<file path="src/rtl/ndc_pkg.sv">
package ndc_pkg;

  typedef enum logic {
    ST_IDLE = 1'b0,
    ST_RUN  = 1'b1
  } ndc_state_e;

endpackage

</file>
<file path="src/rtl/ndc_zero_detect.sv">
// Zero test built from two half-width OR reductions.
module ndc_zero_detect #(
  parameter int W = 16
) (
  input  logic [W-1:0] val,
  output logic         is_zero
);
  localparam int LO_W = W / 2;
  localparam int HI_W = W - LO_W;

  logic [HI_W-1:0] hi_part;
  logic [LO_W-1:0] lo_part;
  logic            hi_any;
  logic            lo_any;

  assign hi_part = val[W-1:LO_W];
  assign lo_part = val[LO_W-1:0];
  assign hi_any  = |hi_part;
  assign lo_any  = |lo_part;
  assign is_zero = ~(hi_any | lo_any);

endmodule

</file>
<file path="src/rtl/ndc_down_counter.sv">
// Decrement-then-test counter; the reload register is generated only when needed.
module ndc_down_counter #(
  parameter int W          = 16,
  parameter bit HAS_RELOAD = 1'b1
) (
  input  logic         clk,
  input  logic         rst,
  input  logic         load,
  input  logic [W-1:0] load_val,
  input  logic         dec,
  output logic         wrap
);
  localparam logic [W-1:0] ONE = {{(W-1){1'b0}}, 1'b1};

  logic [W-1:0] cnt_q;
  logic [W-1:0] dec_val;
  logic [W-1:0] reload_val;

  assign dec_val = cnt_q - ONE;

  ndc_zero_detect #(.W(W)) u_zero (
    .val     (dec_val),
    .is_zero (wrap)
  );

  generate
    if (HAS_RELOAD) begin : g_reload
      logic [W-1:0] init_q;
      always_ff @(posedge clk) begin
        if (rst)       init_q <= '0;
        else if (load) init_q <= load_val;
      end
      assign reload_val = init_q;
    end else begin : g_no_reload
      assign reload_val = '0;
    end
  endgenerate

  always_ff @(posedge clk) begin
    if (rst)       cnt_q <= '0;
    else if (load) cnt_q <= load_val;
    else if (dec)  cnt_q <= wrap ? reload_val : dec_val;
  end

endmodule

</file>
<file path="src/rtl/ndc_sequencer.sv">
module ndc_sequencer
  import ndc_pkg::*;
(
  input  logic clk,
  input  logic rst,
  input  logic start,
  input  logic inner_wrap,
  input  logic outer_wrap,
  output logic load,
  output logic inner_dec,
  output logic outer_dec,
  output logic busy,
  output logic done
);
  ndc_state_e state_q;
  logic       running;
  logic       finish;

  assign running   = (state_q == ST_RUN);
  assign load      = start & ~running;
  assign inner_dec = running;
  assign outer_dec = running & inner_wrap;
  assign finish    = outer_dec & outer_wrap;
  assign busy      = running;

  always_ff @(posedge clk) begin
    if (rst) begin
      state_q <= ST_IDLE;
      done    <= 1'b0;
    end else begin
      done <= finish;
      case (state_q)
        ST_IDLE: if (start)  state_q <= ST_RUN;
        ST_RUN:  if (finish) state_q <= ST_IDLE;
        default:             state_q <= ST_IDLE;
      endcase
    end
  end

endmodule

</file>
<file path="src/rtl/nested_delay_counter.sv">
module nested_delay_counter #(
  parameter int OUTER_W = 16,
  parameter int INNER_W = 16
) (
  input  logic               clk,
  input  logic               rst,
  input  logic               start,
  input  logic [OUTER_W-1:0] outer_count,
  input  logic [INNER_W-1:0] inner_count,
  output logic               busy,
  output logic               done
);
  logic load;
  logic inner_dec;
  logic outer_dec;
  logic inner_wrap;
  logic outer_wrap;

  ndc_sequencer u_seq (
    .clk        (clk),
    .rst        (rst),
    .start      (start),
    .inner_wrap (inner_wrap),
    .outer_wrap (outer_wrap),
    .load       (load),
    .inner_dec  (inner_dec),
    .outer_dec  (outer_dec),
    .busy       (busy),
    .done       (done)
  );

  ndc_down_counter #(.W(INNER_W), .HAS_RELOAD(1'b1)) u_inner (
    .clk      (clk),
    .rst      (rst),
    .load     (load),
    .load_val (inner_count),
    .dec      (inner_dec),
    .wrap     (inner_wrap)
  );

  ndc_down_counter #(.W(OUTER_W), .HAS_RELOAD(1'b0)) u_outer (
    .clk      (clk),
    .rst      (rst),
    .load     (load),
    .load_val (outer_count),
    .dec      (outer_dec),
    .wrap     (outer_wrap)
  );

endmodule

</file>
<file path="config.mk">
export PLATFORM = sky130hd
export DESIGN_NAME = nested_delay_counter
export DESIGN_NICKNAME = d
export VERILOG_FILES = /design/src/rtl/ndc_pkg.sv /design/src/rtl/ndc_zero_detect.sv /design/src/rtl/ndc_down_counter.sv /design/src/rtl/ndc_sequencer.sv /design/src/rtl/nested_delay_counter.sv
export SDC_FILE = /design/constraint.sdc
export NUM_CORES = 1
export LEC_CHECK = 0
export BUFFER_PORTS_ARGS = -buffer_cell sky130_fd_sc_hd__buf_2
export CORE_UTILIZATION = 50
export DETAILED_ROUTE_END_ITERATION = 6
export HOLD_SLACK_MARGIN = 0.06
export PLACE_DENSITY = 0.7
export SYNTH_ARGS = -nofsm -noshare
export SYNTH_HDL_FRONTEND = slang
export SYNTH_HIERARCHICAL = 1
export SYNTH_SLANG_ARGS = --single-unit
</file>
<file path="constraint.sdc">
create_clock -name clk -period 3.7 [get_ports clk]
set_input_delay 0.74 -clock clk [delete_from_list [all_inputs] [get_ports clk]]
set_output_delay 0.74 -clock clk [all_outputs]
set_load 0.1 [all_outputs]
</file>
==> results.toml <==
[grt]
use_met2 = 0.338
grt_start_max_net_pins = 54
grt_pass1_vias = 2476
busiest_layer = "met2"
grt_pass1_wl_mm = 11.8
gr-usage-met3 = 0.0420
grt_use_met1 = 0.337
grt_antenna_before_repair = 0
grt_usage = 0.232
grt_overflow = 0

[drt]
vias = 2785
viasPerCell = 5.96
wl_mm = 7.05
drt_iter0_markers = 253
firstDrtPassIters = 5
drc = 0
ant_nets = 0
wl_per_cell_um = 15.1

[logic_synthesis]
yosysTopAreaCell = "dfxtp_1"
yosysTopAreaCellShare = 0.325
ys_ff_latch = 50
yosysWarningCount = 6
post_synth_main_area_contributors = "dfxtp_1 (33%), a21oi_1 (5.5%), mux2i_1 (4.9%)"
ys_seq_area_frac = 0.325
synth_edf_count = 0
synth_nets = 404
async_reset_ff_frac = 0
avgSynthCellArea_um2 = 8.39
synth_cell_types = 66
synthesis.area_um2 = 3080
synthFlopType = "dfxtp_1"
syn_inst = 367

[cells_and_area]
drive_gt1_frac = 0.186
syn2layout_area_growth_pct = 10.6
final_cell_mix = "dfxtp_1 (50), buf_2 (36), nor2_1 (34), a21oi_1 (34), inv_1 (16)"
final_common_cell = "dfxtp_1"
nets = 428
n_antenna_cell = 0

[sta]
post-route-period-util = 0.965
fmax_ghz = 0.280
worst_hold_slack_ns = 0.474
clock_skew_ns = 0.00568
layout_min_cycle_time_ns = 3.57
tightest_slew_ns = 0.967
slew_viol_final = 0
relSlewSlack = 0.355
finalSetupTns_ns = 0
rsz0062_at_grt = "false"
setup_violations = 0
setup_ws_ns = 0.130
finalHoldViolations = 0

[placement]
dpl_worst_slack_ns = 0.163
dp_hpwl_mm = 4.86
port_buffers = 36
routabilityCongestion = 0.884

[outcome]
status = "finished clean"

[clock_tree]
clkSinkCount = 50
clk_path_buf_depth = 2
cts_buffers = 5
insertion_delay_ns = 0.30
clk_pin_slew_ns = 0.09
htreeDepth = 2
cts_tree = "yes"
clockRootBuffer = "clkbuf_8"
post_cts_buffers = 0

[die]
start_util = 0.520
io_pins = 37
die-height_um = 80.5
core.rowCount = 28
coreArea_um2 = 5920
die_area_um2 = 6480
die-width_um = 80.5

[critical_path]
path_cells = "or4_1, or4_4, xnor2_1, nor4_1, and4_1, and2_4, nand2b_2, or3_1, or4_1, o221ai_1"
path_class = "register to register"
cp_slowest_cell = "or4_1"
end_kind = "register"
crit_top_cell = "or4_1"
critPathMaxStageDelay_ns = 0.59
start_kind = "register"
cp.arrival_ns = 3.79
cp.required_ns = 3.92
path_max_fanout = 18

[min_path]
hp-class = "register to register"

[power_and_ir_drop]
power.internal_mw = 0.947
p_switching_mw = 0.435
power_frac_seq = 0.452
combPwrFrac = 0.269
powerDensity_nw_per_um2 = 406
power.share.clock = 0.279
power_leakage_nw = 1.35
vdd.ir_drop.worst_uv = 210
netSwitchingFraction = 0.315
total_power_mw = 1.38

[job]
cap_violations = 0
-- worst max-delay path: cells and delay by family, from the launching register on --
family                    cells  cell delay (ns)
xor gates and xnor gates      1             0.15
DFF                           1             0.38
AOI/OAI and AO/OA             1             0.08
and+or+nand+nor               8             2.88
-- metal layers --
metal / vias to the layer above / routed length [um]
met5: - / 0
met4: 0 / 68
met3: 7 / 340
met2: 77 / 3060
met1: 1315 / 3580
li1: 1386 / -
-- power groups by stage --
stage                     sequential, mW  clock (mW)  combinational [mW]
after floorplan                    0.625           0               0.292
after detailed placement           0.636           0               0.364
final                              0.625       0.385               0.372
after global routing               0.631       0.415               0.413
after CTS                          0.624       0.400               0.367
after global placement             0.634           0               0.364
-- kinds of logic after synthesis --
kind of cell,count (synthesis),synth area share
AOI/OAI and AO/OA,94,0.205
xor gates and xnor gates,25,0.0711
adders and majority gates,2,0.00813
muxes,17,0.0573
and+or+nand+nor,136,0.273
buffers and inverters,43,0.0605
DFF,50,0.325
-- per-stage QoR --
| step | std cells | util | cell area [um^2] |
|---|---|---|---|
| after floorplan | 367 | - | 3080 |
| after global placement | 459 | 0.555 | 3290 |
| after detailed placement | 459 | 0.555 | 3290 |
| after CTS | 467 | 0.573 | 3390 |
| after global routing | 467 | 0.575 | 3410 |
| final | 467 | 0.575 | 3410 |
-- cell usage after synthesis, types with 3 or more instances --
master and count:
o31ai_1 3, nor3_1 10, nor4_1 12, a21o_1 4
xnor2_1 12, nand2_1 15, nor4_4 3, a21oi_1 34
a22oi_1 3, xor2_1 13, buf_4 3, buf_1 3
nor3b_1 9, nor2_1 34, o21ai_0 12, a31oi_1 3
buf_2 4, nand3_1 7, mux2i_1 15, nor2b_1 4
nand2b_1 11, inv_1 16, or4_1 4, a221oi_1 8
o2bb2ai_1 12, clkbuf_1 15, dfxtp_1 50
-- sequential cells by signal, summed over array words and instances (netlist names) --
register,count
u_outer/cnt_q,16
u_seq/done,1
u_seq/busy,1
u_inner/g_reload.init_q,16
u_inner/cnt_q,16
-- cell type report --
class	count	area [um^2]
Clock inverter	1	30.0
Inverter	16	60.1
Tap cell	75	93.8
Multi-Input combinational cell	274	1900
Fill cell	563	2510
Sequential cell	50	1000
Timing Repair Buffer	44	240
Clock buffer	7	76.3
-- final timing paths --
| kind | startpoint | endpoint | slack, ns | cells after the start |
|---|---|---|---|---|
| setup / recovery | u_inner/cnt_q[4] | u_outer/cnt_q[15] | 0.13 | 10 |
| hold / removal | u_inner/g_reload.init_q[1] | u_inner/g_reload.init_q[1] | 0.47 | 2 |
| setup reg to reg | u_inner/cnt_q[4] | u_outer/cnt_q[15] | 0.13 | 10 |
| hold reg to reg | u_inner/g_reload.init_q[1] | u_inner/g_reload.init_q[1] | 0.47 | 2 |
-- timing repair --
item                       4_1_cts  5_1_grt
hold buffers                     0        0
resized for setup                0        2
setup endpoints to repair        0        2
hold endpoints to repair         0        0
Power figures use the tool's default switching activity.
